[config.mk]
export PLATFORM = sky130hd
export DESIGN_NAME = rdret_fanout
export DESIGN_NICKNAME = d
export VERILOG_FILES = /design/src/rtl/rdret_pkg.sv /design/src/rtl/rdret_dest_sel.sv /design/src/rtl/rdret_lane.sv /design/src/rtl/rdret_fanout.sv
export SDC_FILE = /design/constraint.sdc
export NUM_CORES = 1
export LEC_CHECK = 0
export ABC_AREA = 1
export BUFFER_PORTS_ARGS = -buffer_cell sky130_fd_sc_hd__buf_2
export CORE_MARGIN = 2
export CORE_UTILIZATION = 41
export CTS_BUF_LIST = sky130_fd_sc_hd__clkbuf_4 sky130_fd_sc_hd__clkbuf_8
export CTS_CLUSTER_DIAMETER = 100
export DETAILED_ROUTE_END_ITERATION = 16
export PLACE_DENSITY = 0.89
export SYNTH_ARGS = -nofsm -noshare
export SYNTH_HDL_FRONTEND = slang
export SYNTH_SLANG_ARGS = --single-unit
[constraint.sdc]
create_clock -name clk -period 1.47 [get_ports clk]
set_input_delay 0.294 -clock clk [delete_from_list [all_inputs] [get_ports clk]]
set_output_delay 0.294 -clock clk [all_outputs]
set_load 0.005 [all_outputs]
[src/rtl/rdret_pkg.sv]
package rdret_pkg;
    localparam int CORE_CNT = 4;
    localparam int CORE_IDX_W = $clog2(CORE_CNT);

    typedef logic [CORE_CNT-1:0] core_mask_t;
    typedef logic [CORE_IDX_W-1:0] core_idx_t;
endpackage

[src/rtl/rdret_dest_sel.sv]
module rdret_dest_sel
    import rdret_pkg::*;
(
    input  logic       mask_vld_i,
    input  core_mask_t mask_i,
    input  core_idx_t  idx_i,
    output core_mask_t dest_o
);
    core_mask_t idx_onehot;

    for (genvar g = 0; g < CORE_CNT; g++) begin : g_conv
        assign idx_onehot[g] = (idx_i == core_idx_t'(g));
    end

    // Explicit mask takes priority over the single index
    assign dest_o = mask_vld_i ? mask_i : idx_onehot;
endmodule

[src/rtl/rdret_lane.sv]
module rdret_lane (
    input  logic clk,
    input  logic rst_n,
    input  logic load_i,
    input  logic target_i,
    input  logic ready_i,
    output logic valid_o,
    output logic done_o
);
    logic done_d, done_q;

    always_comb begin
        done_d = done_q;
        if (load_i) begin
            done_d = !target_i;
        end else if (valid_o && ready_i) begin
            done_d = 1'b1;
        end
    end

    always_ff @(posedge clk or negedge rst_n) begin
        if (!rst_n) begin
            done_q <= 1'b1;
        end else begin
            done_q <= done_d;
        end
    end

    assign valid_o = !done_q;
    assign done_o  = done_q;

    assert_valid_hold_R5: assert property (@(posedge clk) disable iff (!rst_n)
        valid_o && !ready_i |=> valid_o);

    assert_valid_drop_R5: assert property (@(posedge clk) disable iff (!rst_n)
        valid_o && ready_i |=> !valid_o);

    assert_untargeted_quiet_R6: assert property (@(posedge clk) disable iff (!rst_n)
        load_i && !target_i |=> !valid_o);
endmodule

[src/rtl/rdret_fanout.sv]
module rdret_fanout
    import rdret_pkg::*;
#(
    parameter int DATA_W = 32
) (
    input  logic                       clk,
    input  logic                       rst_n,
    input  logic                       net_valid,
    output logic                       net_ready,
    input  logic [DATA_W-1:0]          net_data,
    input  logic [CORE_IDX_W-1:0]      net_id,
    input  logic [CORE_CNT-1:0]        net_mask,
    input  logic                       net_mask_vld,
    output logic [CORE_CNT-1:0]        core_valid,
    input  logic [CORE_CNT-1:0]        core_ready,
    output logic [CORE_CNT*DATA_W-1:0] core_data
);
    typedef struct packed {
        logic [DATA_W-1:0] data;
    } beat_t;

    beat_t      st_d, st_q;
    core_mask_t dest;
    core_mask_t lane_done;
    logic       load;

    rdret_dest_sel u_dest (
        .mask_vld_i (net_mask_vld),
        .mask_i     (net_mask),
        .idx_i      (net_id),
        .dest_o     (dest)
    );

    assign net_ready = &lane_done;
    assign load      = net_valid && net_ready;

    always_comb begin
        st_d = st_q;
        if (load) begin
            st_d.data = net_data;
        end
    end

    always_ff @(posedge clk or negedge rst_n) begin
        if (!rst_n) begin
            st_q <= '0;
        end else begin
            st_q <= st_d;
        end
    end

    for (genvar g = 0; g < CORE_CNT; g++) begin : g_lane
        rdret_lane u_lane (
            .clk      (clk),
            .rst_n    (rst_n),
            .load_i   (load),
            .target_i (dest[g]),
            .ready_i  (core_ready[g]),
            .valid_o  (core_valid[g]),
            .done_o   (lane_done[g])
        );
        assign core_data[g*DATA_W +: DATA_W] = st_q.data;
    end

    assert_mask_select_R2: assert property (@(posedge clk) disable iff (!rst_n)
        load && net_mask_vld |=> core_valid == $past(net_mask));

    assert_index_onehot_R3: assert property (@(posedge clk) disable iff (!rst_n)
        load && !net_mask_vld |=> $onehot(core_valid));

    assert_data_stable_R4: assert property (@(posedge clk) disable iff (!rst_n)
        (|core_valid) |=> $stable(core_data));

    assert_empty_mask_R8: assert property (@(posedge clk) disable iff (!rst_n)
        load && net_mask_vld && (net_mask == '0) |=> net_ready);

    assert_single_flight_R7: assert property (@(posedge clk) disable iff (!rst_n)
        (|core_valid) && ((core_valid & ~core_ready) != '0) |=> !net_ready);
endmodule

==> metrics.csv, run 1 <==
stage,metric,value,unit
synth,syn avg cell area,8.16,sq um
setup_path,Worst Setup Path Type,reg -> out,
grt,GRT Overall Usage,0.143,
setup_path,Worst path slowest cell,dfstp_2,
setup_path,Reg2Reg Depth,6,
final_layout,Layout Cells excl Fill,441,
placed_design,pre-CTS WS,0.121,ns
timing,fin. max-slew vios,0,
clock_network,Sink Count,36,
route,Via Count,1895,
clock_network,Max Root-Sink Buffers,2,
clock_network,CTS tree,done,
route,drc violations,0,
final_layout,share of layout cells above drive strength 1,0.556,
placed_design,cell count after placement,429,
timing,endpoints failing hold,0,
grt,GRT overflow,0,
clock_network,H-tree Lvls,2,
setup_path,nature of the critical path endpoint,primary output,
final_layout,nets,414,
grt,number of global-route vias before repair,1603,
pwr,pwr dens,2140,mW/mm^2
setup_path,Crit Path Max Fanout,2,
grt,initial antenna violation count,0,
run_status,status,completed,
synth,Adder-Cell Fraction of Synth Area,0,
synth,largest family of logic cells by synthesized area,buffers and inverters,
placed_design,dpl hpwl,3780,um
synth,sequential-to-total area share from yosys stat,0.390,
timing,measured slew at the worst slew-check pin,0.428,ns
route,TritonRoute pass-1 iters,4,
synth,synthesized cell area,0.00232,sq mm
pwr,Max VDD drop,774,uV
floorplan,core area,0.00551,sq mm
route,total wire length,4790,um
setup_path,Crit path depth,3,
clock_network,CTS root buf,clkbuf_8,
timing,Setup WS post-layout,0.0553,ns
setup_path,CP Data Arrival Time,1.12,ns
synth,syn nets,331,
floorplan,Site Rows,27,
setup_path,CP cell instances,nand2_4 > nor2_4 > buf_6,
clock_network,CTS Buf Count,5,
worst_hold_path,Min-Delay Path Class,in -> reg,
floorplan,# IOs,179,
final_layout,fin util,0.486,
placed_design,Port-buffer cells,178,
floorplan,initial core utilization,0.422,
route,Via density,4.30,
run,max capacitance violation total,0,
synth,Netlist cell types,15,
worst_hold_path,Hold Path Depth,3,
floorplan,Die Footprint,0.00629,sq mm
final_layout,ant diodes,0,
synth,Simple-Gate Fraction of Synth Area,0.231,
final_layout,synth-to-layout area growth,15.1,%
route,Initial DRC Count,56,
synth,Mapped Cells,285,
grt,first-pass GRT wire length,7110,um
timing,Sum Neg Setup Slack,0,ns
setup_path,Bufs and invs on worst path,1,
synth,multiplexer share of the synthesized area,0,
floorplan,Die Height,79.3,um
setup_path,crit start category,register,
setup_path,Worst EP required,1.18,ns
clock_network,clock latency on the worst-skew pair,0.28,ns
floorplan,Die X,79.3,um
route,routed wire length per instance,10.9,um
route,ANT nets after route,0,
timing,slew margin rel.,0.715,
synth,XOR/XNOR Fraction of Synth Area,0,
clock_network,CTS clock-pin slew for the worst setup and hold paths,0.07,ns
synth,synthesized flop and latch total,36,
timing,"Period Utilization, post-route",0.962,
pwr,overall power,5.73,mW
setup_path,Crit path max-delay family,flip-flops,
timing,Final min period,1.41,ns
synth,YS warnings,0,
timing,unrepaired setup endpoints after global routing,false,
setup_path,CP max stage delay,0.56,ns
timing,achievable clock frequency,707,MHz
timing,final setup fails,0,
timing,Worst Clk Skew,0.00243,ns
placed_design,Placer Congestion,0.690,
grt,largest net degree at the start of global routing,37,
pwr,leak pwr,1.73,nW
synth,Synth Area in Compound Gates,0.00646,
worst paths after layout:
check                                               startpoint                    to  slack, ns
setup reg to reg           g_lane[1].u_lane.done_o$_DFFE_PN1P_  st_q[24]$_DFFE_PN0P_       0.15
hold reg to reg                           st_q[24]$_DFFE_PN0P_  st_q[24]$_DFFE_PN0P_       0.53
min in group asynchronous                                rst_n  st_q[11]$_DFFE_PN0P_       0.50
hold / removal                                    net_data[28]  st_q[28]$_DFFE_PN0P_       0.24
setup / recovery           g_lane[1].u_lane.done_o$_DFFE_PN1P_             net_ready       0.06
max in group asynchronous                                rst_n  st_q[23]$_DFFE_PN0P_       0.52
report_power, final:
| group | internal [mW] | leakage (nW) | switching, mW |
|---|---|---|---|
| sequential | 1.49 | 0.440 | 0.498 |
| combinational | 1.56 | 1.24 | 1.48 |
| clock | 0.374 | 0.0510 | 0.335 |
| total | 3.42 | 1.73 | 2.31 |
layer usage:
layer | up-vias | track usage | share of wire
met5 | - | 0 | 0
met3 | 6 | 0.0386 | 0.079
met4 | 0 | 0.0362 | 0.0090
met2 | 99 | 0.267 | 0.51
li1 | 942 | - | -
met1 | 848 | 0.160 | 0.40
synth_stat cells:
master | count | area (sq um)
a21oi_1 | 2 | 10.0
buf_4 | 104 | 781
buf_6 | 3 | 33.8
clkbuf_1 | 3 | 11.3
dfrtp_1 | 32 | 801
dfstp_2 | 4 | 105
inv_1 | 11 | 41.3
nand2_1 | 84 | 315
nand2_4 | 1 | 11.3
nand3_1 | 33 | 165
nor2_1 | 1 | 3.75
nor2_4 | 1 | 11.3
nor3_1 | 1 | 5.00
o21ai_0 | 1 | 5.00
or2_2 | 4 | 25.0
state kept, by name, indices dropped and copies added (netlist names):
register and flops:
st_q 32, g_lane.u_lane.done_o 4
repair_timing:
action / 4_1_cts / 5_1_grt
pin swaps: 1 / 0
hold buffers: 1 / 0
gates resized for setup: 1 / 5
endpoints found under the hold margin: 12 / 0
setup endpoints to repair: 1 / 32
setup buffers: 1 / 2
layout by cell type (no fill, tap or decap), drive strengths merged, types with 4 or more instances in the layout:
cell	synthesis	routed
inv	11	11
nand3	33	33
nand2	85	85
dfrtp	32	32
buf	107	185
dfstp	4	4
clkbuf	3	6
or2	4	4
final cells by class:
type,count,area [sq um]
clock inverter,2,10.0
clock buffer,6,82.6
fill,555,2830
timing repair buffer,186,976
inverter,11,41.3
multi-input combinational,128,571
tap,72,90.1
sequential,36,906
worst register-to-register path, cell delays in order, from the launching register on:
cell and delay (ns):
dfstp_2 0.56, nand2_4 0.06, nor2_4 0.12, buf_4 0.16, buf_6 0.19, nand3_1 0.11, nand2_1 0.07
logic make-up (layout without fill, tap and decap cells):
family	after synthesis	after routing
buf+inv	121	205
flops	36	36
compound gates	3	3
simple gates	125	125
through the flow:
| step | instance area (sq um) | hold WS (ns) |
|---|---|---|
| after floorplan | 2320 | -0.00159 |
| after global placement | 2520 | 0.249 |
| after detailed placement | 2520 | 0.259 |
| after CTS | 2640 | 0.228 |
| after global routing | 2680 | 0.233 |
| final | 2680 | 0.237 |
(Power assumes the default switching activity.)
==> inputs of run 2 (changes only) <==
Settings changed: CORE_UTILIZATION 41 to 37, PLACE_DENSITY 0.89 to unset, PLACE_DENSITY_LB_ADDON set to 0.12, SETUP_SLACK_MARGIN set to 0.05.
Clock period 1.47 ns to 1.2 ns, I/O delays scaled along.
==> run 2 against run 1 <==
Effect of this change:
- the run now ends with negative setup slack left
- final area up 4.2%
- clock skew up 0.0023 ns
- routed wire length increased by 4.2%
- die area grew 10%
- global-route usage fell by 0.052 points
- largest cell class unchanged
==> metrics.csv, run 2 (synthesis gave the netlist of run 1 again) <==
stage,metric,value,unit
pwr,sequential share of power,0.323,
route,Initial DRC Count,77,
timing,Worst Clk Skew,0.00469,ns
final_layout,Largest register FFs,32,
floorplan,initial core utilization,0.388,
floorplan,Site Rows,28,
floorplan,# IOs,179,
setup_path,CP max stage delay,0.55,ns
clock_network,CTS tree,done,
floorplan,Die Height,83.3,um
timing,measured slew at the worst slew-check pin,0.255,ns
setup_path,Worst EP required,0.96,ns
setup_path,CP cell instances,nand2_2 > nor2_4 > buf_6 > buf_6,
clock_network,Sink Count,36,
setup_path,nature of the critical path endpoint,primary output,
timing,Sum Neg Setup Slack,-4.61,ns
route,ANT nets after route,0,
pwr,overall power,7.39,mW
run_status,status,finished with violations,
grt,number of global-route vias before repair,1708,
run,max capacitance violation total,0,
setup_path,crit start category,register,
clock_network,CTS Buf Count,5,
final_layout,Top reg by flops,st_q,
grt,GRT overflow,0,
timing,fin. max-slew vios,0,
timing,achievable clock frequency,695,MHz
setup_path,Worst Setup Path Type,reg -> out,
pwr,Clock power frac,0.125,
placed_design,Placer Congestion,0.651,
placed_design,Area after DPL,0.00263,sq mm
final_layout,fin util,0.465,
timing,WHS,0.182,ns
timing,slew margin rel.,0.830,
grt,largest net degree at the start of global routing,22,
pwr,pwr dens,2650,mW/mm^2
run_status,failing checks,negative setup slack,
timing,Setup WS post-layout,-0.239,ns
setup_path,Crit Path Max Fanout,2,
pwr,internal power,4.52,mW
grt,initial antenna violation count,0,
route,Via density,4.15,
timing,"Period Utilization, post-route",1.20,
grt,GRT Overall Usage,0.142,
setup_path,reg2reg end,st_q[22]$_DFFE_PN0P_,
placed_design,Port-buffer cells,178,
placed_design,dpl hpwl,3850,um
placed_design,pre-CTS WS,-0.0684,ns
final_layout,ant diodes,0,
final_layout,nets,428,
grt,busiest layer in global routing,met2,
setup_path,reg2reg start,g_lane[3].u_lane.done_o$_DFFE_PN1P_,
final_layout,"commonest non-fill, non-tap cell in the layout",buf_2,
worst_hold_path,hold endpoint,st_q[14]$_DFFE_PN0P_,
clock_network,clock latency on the worst-skew pair,0.28,ns
timing,unrepaired setup endpoints after global routing,true,
grt,met3 Resource Use GR,0.0417,
final_layout,filler cell count,619,
setup_path,CP Data Arrival Time,1.20,ns
worst_hold_path,hold path startpoint,net_data[14],
pwr,Comb pwr share,0.551,
placed_design,cell count after placement,445,
route,drc violations,0,
setup_path,Reg2Reg Depth,7,
pwr,Sw Ratio,0.388,
grt,GR Util met2,0.243,
grt,first-pass GRT wire length,8140,um
timing,endpoints failing hold,0,
setup_path,r2r setup slk,-0.12,ns
route,routed wire length per instance,10.9,um
worst_hold_path,Min-Delay Path Class,in -> reg,
timing,final setup fails,41,
grt,GRT met1 Usage,0.172,
pwr,Max VDD drop,1010,uV
route,TritonRoute pass-1 iters,4,
final_layout,Layout Cells excl Fill,458,
final_layout,"commonest cells after routing, fill and taps aside","buf_2 (177), nand2_1 (82), nand3_1 (33), dfrtp_1 (32), buf_4 (16)",
floorplan,core area,0.00599,sq mm
pwr,leak pwr,1.81,nW
timing,Final min period,1.44,ns
worst_hold_path,Hold Path Depth,3,
clock_network,CTS root buf,clkbuf_8,
clock_network,H-tree Lvls,2,
final_layout,finished layout cell area,0.00279,sq mm
floorplan,Die X,83.3,um
final_layout,synth-to-layout area growth,19.9,%
pwr,switching power total,2.87,mW
floorplan,Die Footprint,0.00693,sq mm
final_layout,share of layout cells above drive strength 1,0.574,
setup_path,cell mode on critical path,buf_6,
route,Via Count,1902,
clock_network,Max Root-Sink Buffers,2,
clock_network,CTS clock-pin slew for the worst setup and hold paths,0.07,ns
route,total wire length,4990,um
setup_path,Worst path slowest cell,dfstp_2,
==> run 2: cell types whose count changed in the layout (fill, tap and decap cells not counted), sizes merged <==
cell,before,now
buf,185,199
clkbuf,6,8
clkinv,2,0
==> run 2: worst max-delay path by stage <==
| stage | startpoint | end | slack, ns | depth (start not counted) |
|---|---|---|---|---|
| 3_3_place_gp | g_lane[2].u_lane.done_o$_DFFE_PN1P_ | g_lane[2].u_lane.done_o$_DFFE_PN1P_ | -0.06 | 6 |
| 3_5_place_dp | g_lane[1].u_lane.done_o$_DFFE_PN1P_ | net_ready | -0.07 | 4 |
| 4_1_cts | g_lane[0].u_lane.done_o$_DFFE_PN1P_ | net_ready | -0.26 | 4 |
| 2_1_floorplan | g_lane[3].u_lane.done_o$_DFFE_PN1P_ | st_q[0]$_DFFE_PN0P_ | -0.02 | 6 |
| 6_report | g_lane[3].u_lane.done_o$_DFFE_PN1P_ | net_ready | -0.24 | 4 |
| 5_1_grt | g_lane[1].u_lane.done_o$_DFFE_PN1P_ | net_ready | -0.28 | 4 |
==> run 2: final cells by class <==
| cell class | count | area, sq um | area share |
|---|---|---|---|
| inverter | 11 | 41.3 | 0.0148 |
| timing repair buffer | 200 | 1090 | 0.392 |
| tap | 75 | 93.8 | 0.0337 |
| multi-input combinational | 128 | 557 | 0.200 |
| sequential | 36 | 906 | 0.325 |
| clock buffer | 8 | 97.6 | 0.0350 |
==> run 2: timing repair <==
action                                 in CTS  in global routing
endpoints found under the hold margin      32                  0
hold buffers                                1                  0
gates cloned                                0                  0
setup endpoints to repair                  41                 41
resized for setup                           7                  0
pin swaps                                   2                  2
buffers inserted                            3                  1
==> run 2: critical path: cells and delay by family (launching register included) <==
kind                   cells  cell delay (ns)
buffers and inverters      2             0.19
DFF                        1             0.55
and+or+nand+nor            2             0.19
==> run 2: routing by layer <==
| metal | part of all wire | wire (um) |
|---|---|---|
| met5 | 0 | 0 |
| met4 | 0.0060 | 30 |
| met3 | 0.089 | 442 |
| met2 | 0.50 | 2470 |
| met1 | 0.41 | 2050 |
==> run 2: power groups by stage <==
stage / Combinational [mW] / Sequential, mW / Clock (mW)
4_1_cts: 4.13 / 2.41 / 0.961
2_1_floorplan: 3.49 / 2.46 / 0
3_3_place_gp: 3.95 / 2.38 / 0
5_1_grt: 4.54 / 2.51 / 1.01
3_5_place_dp: 3.95 / 2.42 / 0
6_report: 4.07 / 2.39 / 0.927
